**src/rtl/gpio_port_pkg.sv**
```systemverilog
// Package: shared register addresses and constants for the port controller.
// Assumes: register bus address is 3 bits wide.
package gpio_port_pkg;

    localparam int REG_AW     = 3;
    localparam int NUM_REGS   = 7;
    localparam int NUM_PHASES = 4;

    typedef enum logic [REG_AW-1:0] {
        RA_MODE = 3'd0,
        RA_DATA = 3'd1,
        RA_TRI  = 3'd2,
        RA_SPEC = 3'd3,
        RA_DPD  = 3'd4,
        RA_SLOW = 3'd5,
        RA_LVL  = 3'd6,
        RA_NONE = 3'd7
    } reg_addr_e;

    // Mask with the low n bits set, for up to 63 pins.
    function automatic logic [63:0] low_mask(input int n);
        return (64'd1 << n) - 64'd1;
    endfunction

endpackage

```
**src/rtl/gpio_regbank.sv**
```systemverilog
// Module: register bank holding seven per-pin control registers.
// Writes land on the rising edge; reads are combinational.
// Assumes: bits at or above NUM_PINS are never stored.
module gpio_regbank
    import gpio_port_pkg::*;
#(
    parameter int WIDTH    = 8,
    parameter int NUM_PINS = 8
) (
    input  logic                 clk,
    input  logic                 rst_n,
    input  logic                 wr_en,
    input  logic [REG_AW-1:0]    addr,
    input  logic [WIDTH-1:0]     wr_data,
    output logic [WIDTH-1:0]     rd_data,
    output logic [WIDTH-1:0]     mode_q,
    output logic [WIDTH-1:0]     data_q,
    output logic [WIDTH-1:0]     tri_q,
    output logic [WIDTH-1:0]     spec_q,
    output logic [WIDTH-1:0]     dpd_q,
    output logic [WIDTH-1:0]     slow_q,
    output logic [WIDTH-1:0]     lvl_q
);

    localparam logic [WIDTH-1:0] IMPL_MASK = WIDTH'(low_mask(NUM_PINS));

    logic [WIDTH-1:0] regs_q [NUM_REGS];

    // Store masked write data into the addressed register; clear all on reset.
    always_ff @(posedge clk) begin
        if (!rst_n) begin
            for (int r = 0; r < NUM_REGS; r++) regs_q[r] <= '0;
        end else if (wr_en && (int'(addr) < NUM_REGS)) begin
            regs_q[addr] <= wr_data & IMPL_MASK;
        end
    end

    // Return the addressed register, zero for the unused address.
    always_comb begin
        if (int'(addr) < NUM_REGS) rd_data = regs_q[addr];
        else                       rd_data = '0;
    end

    assign mode_q = regs_q[RA_MODE];
    assign data_q = regs_q[RA_DATA];
    assign tri_q  = regs_q[RA_TRI];
    assign spec_q = regs_q[RA_SPEC];
    assign dpd_q  = regs_q[RA_DPD];
    assign slow_q = regs_q[RA_SLOW];
    assign lvl_q  = regs_q[RA_LVL];

    AST_WRITE_LANDS: assert property (@(posedge clk) disable iff (!rst_n)
        (wr_en && addr == RA_DATA) |=> (data_q == ($past(wr_data) & IMPL_MASK)));

    AST_RESET_CLEARS: assert property (@(posedge clk)
        !rst_n |=> (mode_q == '0 && tri_q == '0 && dpd_q == '0 && spec_q == '0));

endmodule

```
**src/rtl/gpio_pin_drive.sv**
```systemverilog
// Module: output stage decision for one port pin.
// Priority: LCD mode, then tristate, then pull-down, then push-pull.
// Assumes: all inputs are settled register or peripheral values.
module gpio_pin_drive (
    input  logic lcd_mode,
    input  logic latch_val,
    input  logic tri_en,
    input  logic spec_en,
    input  logic dpd_en,
    input  logic alt_val,
    output logic pin_out,
    output logic pin_oe
);

    logic sel_val;

    // Pick the value source: peripheral or data latch.
    always_comb sel_val = spec_en ? alt_val : latch_val;

    // Work out the driver state from the mode flags.
    always_comb begin
        if (lcd_mode || tri_en) begin
            pin_out = 1'b0;
            pin_oe  = 1'b0;
        end else if (dpd_en) begin
            pin_out = 1'b0;
            pin_oe  = ~sel_val;
        end else begin
            pin_out = sel_val;
            pin_oe  = 1'b1;
        end
    end

endmodule

```
**src/rtl/gpio_seg_map.sv**
```systemverilog
// Module: gathers the four phase bits of each LCD segment line.
// Assumes: lines with mode 0 must present a zero nibble.
module gpio_seg_map
    import gpio_port_pkg::*;
#(
    parameter int WIDTH    = 8,
    parameter int NUM_PINS = 8
) (
    input  logic [WIDTH-1:0]            mode_q,
    input  logic [WIDTH-1:0]            ph0,
    input  logic [WIDTH-1:0]            ph1,
    input  logic [WIDTH-1:0]            ph2,
    input  logic [WIDTH-1:0]            ph3,
    output logic [NUM_PHASES*WIDTH-1:0] seg
);

    for (genvar m = 0; m < WIDTH; m++) begin : g_line
        if (m < NUM_PINS) begin : g_impl
            // Gate the line's phases with its mode flag.
            assign seg[NUM_PHASES*m +: NUM_PHASES] =
                mode_q[m] ? {ph3[m], ph2[m], ph1[m], ph0[m]} : '0;
        end else begin : g_absent
            assign seg[NUM_PHASES*m +: NUM_PHASES] = '0;
        end
    end

endmodule

```
**src/rtl/gpio_port_ctrl.sv**
```systemverilog
// Module: top of the multi-mode port controller.
// Combines the register bank, per-pin drivers and the segment mapping.
// Assumes: synchronous active-low reset, single clock domain.
module gpio_port_ctrl
    import gpio_port_pkg::*;
#(
    parameter int WIDTH    = 8,
    parameter int NUM_PINS = 8
) (
    input  logic                        clk,
    input  logic                        rst_n,
    input  logic [REG_AW-1:0]           bus_addr,
    input  logic                        bus_wr,
    input  logic [WIDTH-1:0]            bus_wdata,
    output logic [WIDTH-1:0]            bus_rdata,
    input  logic [WIDTH-1:0]            alt_in,
    output logic [WIDTH-1:0]            pad_out,
    output logic [WIDTH-1:0]            pad_oe,
    output logic [WIDTH-1:0]            pad_slow,
    output logic [WIDTH-1:0]            pad_lvl,
    output logic [NUM_PHASES*WIDTH-1:0] seg_bus
);

    localparam logic [WIDTH-1:0] IMPL_MASK = WIDTH'(low_mask(NUM_PINS));

    logic [WIDTH-1:0] mode_q, data_q, tri_q, spec_q, dpd_q, slow_q, lvl_q;

    gpio_regbank #(.WIDTH(WIDTH), .NUM_PINS(NUM_PINS)) u_regs (
        .clk     (clk),
        .rst_n   (rst_n),
        .wr_en   (bus_wr),
        .addr    (bus_addr),
        .wr_data (bus_wdata),
        .rd_data (bus_rdata),
        .mode_q  (mode_q),
        .data_q  (data_q),
        .tri_q   (tri_q),
        .spec_q  (spec_q),
        .dpd_q   (dpd_q),
        .slow_q  (slow_q),
        .lvl_q   (lvl_q)
    );

    for (genvar i = 0; i < WIDTH; i++) begin : g_pin
        if (i < NUM_PINS) begin : g_impl
            gpio_pin_drive u_drv (
                .lcd_mode  (mode_q[i]),
                .latch_val (data_q[i]),
                .tri_en    (tri_q[i]),
                .spec_en   (spec_q[i]),
                .dpd_en    (dpd_q[i]),
                .alt_val   (alt_in[i]),
                .pin_out   (pad_out[i]),
                .pin_oe    (pad_oe[i])
            );
        end else begin : g_absent
            assign pad_out[i] = 1'b0;
            assign pad_oe[i]  = 1'b0;
        end
    end

    // Pad control flags pass through for implemented pins only.
    assign pad_slow = slow_q & IMPL_MASK;
    assign pad_lvl  = lvl_q & IMPL_MASK;

    gpio_seg_map #(.WIDTH(WIDTH), .NUM_PINS(NUM_PINS)) u_seg (
        .mode_q (mode_q),
        .ph0    (data_q),
        .ph1    (tri_q),
        .ph2    (spec_q),
        .ph3    (dpd_q),
        .seg    (seg_bus)
    );

    AST_LCD_QUIET: assert property (@(posedge clk) disable iff (!rst_n)
        ((pad_oe & mode_q) == '0));

    AST_TRI_OFF: assert property (@(posedge clk) disable iff (!rst_n)
        ((pad_oe & tri_q) == '0));

    AST_DPD_NO_HIGH: assert property (@(posedge clk) disable iff (!rst_n)
        ((pad_out & dpd_q) == '0));

    AST_UNIMPL_SILENT: assert property (@(posedge clk) disable iff (!rst_n)
        (((pad_oe | pad_out | bus_rdata) & ~IMPL_MASK) == '0));

endmodule

```
**config.mk**
```make
export PLATFORM = sky130hd
export DESIGN_NAME = gpio_port_ctrl
export DESIGN_NICKNAME = d
export VERILOG_FILES = /design/src/rtl/gpio_port_pkg.sv /design/src/rtl/gpio_regbank.sv /design/src/rtl/gpio_pin_drive.sv /design/src/rtl/gpio_seg_map.sv /design/src/rtl/gpio_port_ctrl.sv
export SDC_FILE = /design/constraint.sdc
export NUM_CORES = 1
export LEC_CHECK = 0
export ABC_CLOCK_PERIOD_IN_PS = 1490
export BUFFER_PORTS_ARGS = -buffer_cell sky130_fd_sc_hd__buf_2
export CAP_MARGIN = 20
export CORE_MARGIN = 5
export CORE_UTILIZATION = 44
export CTS_BUF_LIST = sky130_fd_sc_hd__clkbuf_2 sky130_fd_sc_hd__clkbuf_4 sky130_fd_sc_hd__clkbuf_8
export CTS_CLUSTER_DIAMETER = 80
export DETAILED_ROUTE_END_ITERATION = 6
export GPL_TIMING_DRIVEN = 0
export PLACE_DENSITY = 0.73
export SETUP_SLACK_MARGIN = 0.05
export SYNTH_ARGS = -nofsm -noshare
export SYNTH_HDL_FRONTEND = slang
export SYNTH_SLANG_ARGS = --single-unit
```
**constraint.sdc**
```tcl
create_clock -name clk -period 1.49 [get_ports clk]
set_input_delay 0.2235 -clock clk [delete_from_list [all_inputs] [get_ports clk]]
set_output_delay 0.2235 -clock clk [all_outputs]
set_load 0.005 [all_outputs]
```
# --- After elaboration in Yosys (flattened, before gate mapping) ---
# Memories as Yosys holds them, arrays and structs flattened.
# Cells that the tools add are included.
classes:
  order_cmp: 1
  n_bitwise: 8
  n_reduce_logical: 10
  n_mux: 56
ops:
  columns: ["operator", "n"]
  rows:
  - ["two-way mux 1 bit", 45]
  - ["two-way mux 4 bit", 8]
  - ["two-way mux 8 bit", 2]
  - ["logical OR 1 bit", 8]
  - ["inverter 1 bit", 8]
  - ["OR reduction 8 bit", 1]
  - ["< comparator 3 bit, second input constant", 1]
  - ["two-way mux 3 bit", 1]
  - ["logical AND 1 bit", 1]
word_totals:
  mem_bits_rw: 56
  ff_bits: 0
  input_bits: 22
  mem_count: 1
mem_list:
  columns: ["memory", "words", "width", "read_ports", "rd_clocked_by_memory_dff", "wr", "line_no", "rtl"]
  rows:
  - ["u_regs.regs_q", 7, 8, 8, 0, 7, "gpio_regbank.sv:27", "logic [WIDTH-1:0] regs_q [NUM_REGS];"]

# --- Logic depth before layout (Yosys ltp) ---
depth:
  depth_word: 7
  ltp_mapped: 5
  ltp_nobuf: 3

# --- By module ---
# Synthesis repeated with hierarchy kept, for this count alone.
hier_totals:
  hier_cells: 282
  area_unflattened_um2: 3108.0
modules_own_cells:
  columns: ["mod", "area_per_inst_um2", "instances", "cells_per_inst"]
  rows:
  - ["gpio_regbank", 2617.5, 1, 226]
  - ["gpio_pin_drive", 36.3, 8, 3]
  - ["gpio_seg_map", 200.2, 1, 32]

# --- Worst setup path after synthesis ---
# No wires, ideal clock.
synth_path:
  path_type: "input to register"
  from: "input bus_addr[2]"
  to: "memory u_regs.regs_q[4][0] (enable)"
  setup_ns: 0.334
  setup_slack_ns: 0.046
  n_path_buf: 1
  arrival_ns: 1.110
  cell_stages: 4
  cell_sequence: "buf_2 > nand3_1 > nor3_2 > nand2b_1"
synth_rtl:
  columns: ["element", "line_no", "rtl"]
  rows:
  - ["start, declared", "gpio_port_ctrl.sv:12", "input logic [REG_AW-1:0] bus_addr,"]
  - ["end, declared", "gpio_regbank.sv:27", null]

==> metrics.yaml <==
outcome: "finished, violations left"
violations: "setup timing"
ys_ff_latch: 59
clockRootBuffer: "clkbuf_8"
switching_share_pct: 25.2
clk_pin_slew_worst_paths_ns: 0.05
period_minus_slack_ns: 1.81
via_per_inst: 5.38
syn_inst: 279
htree_levels: 3
cts_tree: "done"
final-instance-count-excl-fill: 499
finalCritPeriodShare_pct: 121
yosys_warnings: 0
clock_sinks: 59
cts_made_buffers: 9
pwr-share-clk_pct: 32.9
relSlewSlack_pct: 62.9
portBuffers: 91
grt-ovfl-total: 0
num_rows: 31
leakage_uw: 0.00193
seqPwrFrac_pct: 48.3
worstMarginPinSlew_ns: 0.556
path_max_fanout: 2
final_common_cell: "buf_2"
whs_ns: 0.185
crit_required_ns: 1.27
critPathKind: "register to output pin"
core_area_mm2: 0.00721
ys_seq_area_share_pct: 52.2
nFillCells: 597
path_cells: "mux4_2 > nor2b_2 > a311oi_2 > buf_2"
fin_ws_ns: -0.316
hold_buffers: 0
max-cap-violations: 0
grt_max_degree: 11
syn2layout_area_growth_pct: 39.2
max-vdd-ir-drop_uv: 443
switchingPower_uw: 1030
hold_viol: 0
vias: 2684
first_global_vias: 2809
regMostFlops: "u_regs.regs_q"
syn_area_mm2: 0.00324
drt_wl_total_um: 9760
end_kind: "output pin"
slew_violations: 0
final_cell_mix: "buf_2 (83), edfxtp_1 (51), and2_1 (36), nor2_1 (35), buf_4 (25)"
cp.arrival_ns: 1.58
fp.dieW_um: 95.8
synth.distinct_cells: 37
wire_per_inst_um: 19.6
finClkSkew_ns: 0
postRouteAntennaNets: 0
place.gp.congestion: 0.756
grt_first_pass_wirelength_um: 14600
die-area_mm2: 0.00918
nNetsFinal: 418
post-route-drc-count: 0
rsz0062_at_grt: "true"
max_stage_delay_ns: 0.50
reg.largest.list: "u_regs.regs_q: 59 flops"
setup_viol: 24
drtIter0Drc: 235
initial_core_util_pct: 44.9
worstSkewPairLatency_ns: 0.34
layout-drive-gt1-share_pct: 51.7
startpoint_type: "register"
die_h_um: 95.8
power.density_mw_per_mm2: 905
crit_slowest_cell: "mux4_2"
comb_power_share_pct: 18.8
largest_reg_flops: 59
hp-class: "input port to register"
clockBufferDepth: 2
post-place-cells: 471
hpwlAfterDp_um: 6170
fmax_mhz: 554
avgSynthCellArea_um2: 11.6
diodes: 0
grtUsageTotal_pct: 22.0
power.internal_uw: 3050
antenna_found_initial: 0
ios: 94
drt_first_pass_iters: 4
-- metal layers --
layer  GRT usage (%)  part of all wire, %  vias up
li1                -                    -     1244
met1            27.6                   40     1311
met2            38.3                   52      115
met3            2.50                  7.2       14
met4            9.12                  1.4        0
met5               0                    0        -
-- critical path, delay by kind of cell, from the launching register on --
family	cells	cell delay [ns]
buffers and inverters	1	0.15
multiplexers	1	0.50
AND/OR/NAND/NOR	1	0.14
flip-flops	1	0.42
AO/OA/AOI/OAI	1	0.06
-- Yosys cell counts (all sizes together) --
cell type / instances / area [um2]
edfxtp: 51 / 1530
and2: 41 / 257
nor2: 39 / 149
buf: 27 / 205
a2bb2oi: 12 / 105
nand3: 12 / 70.1
mux2: 9 / 101
a211oi: 8 / 60.1
dfxtp: 8 / 160
inv: 8 / 30.0
nand2: 8 / 32.5
nor4b: 8 / 70.1
mux4: 7 / 161
nor2b: 6 / 37.5
a21oi: 5 / 25.0
mux2i: 5 / 50.1
nand3b: 4 / 33.8
a2111oi: 3 / 26.3
a311oi: 3 / 26.3
o21bai: 3 / 22.5
nand2b: 2 / 12.5
o21ai: 2 / 13.8
o22a: 2 / 17.5
and2b: 1 / 7.51
and3b: 1 / 8.76
clkbuf: 1 / 3.75
conb: 1 / 3.75
nand4b: 1 / 8.76
nor3: 1 / 10.0
-- power groups by stage --
stage                     clock network (uW)  registers [uW]  logic [uW]
after floorplan                            0            1990         339
after CTS                               1340            1970         703
final                                   1340            1970         768
after global placement                     0            2010         559
after detailed placement                   0            2020         570
after global routing                    1410            1990         826
-- through the flow --
step	TNS, ns	total power, uW	setup slack, ns	instance area [um2]	utilization (%)
2_1_floorplan	0	2330	0.0500	3250	-
3_3_place_gp	-21.18	2570	-0.560	3830	53.1
3_5_place_dp	-21.81	2590	-0.567	3830	53.1
4_1_cts	-3.98	4010	-0.288	4360	60.4
5_1_grt	-5.79	4220	-0.346	4510	62.5
6_report	-4.66	4090	-0.316	4510	62.5
-- logic make-up after synthesis --
| kind of cell | synth area share [%] |
|---|---|
| and+or+nand+nor | 21.5 |
| DFF | 52.2 |
| AOI/OAI and AO/OA | 9.15 |
| buffers and inverters | 7.37 |
| muxes | 9.65 |
| other | 0.116 |
-- worst paths after layout --
check | endpoint | cells after the start | startpoint | slack (ns)
worst max-delay path | bus_rdata[6] | 4 | u_regs.regs_q[4][6] | -0.32
worst min-delay path | u_regs.regs_q[4][1] | 2 | bus_wdata[1] | 0.19
worst max register to register | u_regs.regs_q[6][3] | 1 | u_regs.regs_q[6][3] | 0.85
worst min register to register | u_regs.regs_q[6][6] | 1 | u_regs.regs_q[6][6] | 0.50
-- timing repair --
| action | CTS | global route |
|---|---|---|
| setup endpoints to repair | 64 | 58 |
| resized for setup | 55 | 29 |
| pin swaps | 11 | 8 |
| endpoints found under the hold margin | 0 | 0 |
| setup buffers | 23 | 7 |
| cloned | 0 | 0 |
-- final cells by class --
type | instances | area (um2) | share of cell area [%]
plain buffers | 13 | 96.3 | 2.14
clock buffers | 15 | 181 | 4.02
inverters | 8 | 30.0 | 0.666
multi-input cells | 186 | 1620 | 35.9
flip-flops and latches | 59 | 1690 | 37.5
well taps | 99 | 124 | 2.75
repair buffers | 119 | 769 | 17.1
Note: power is estimated with default switching activity, not from simulation.
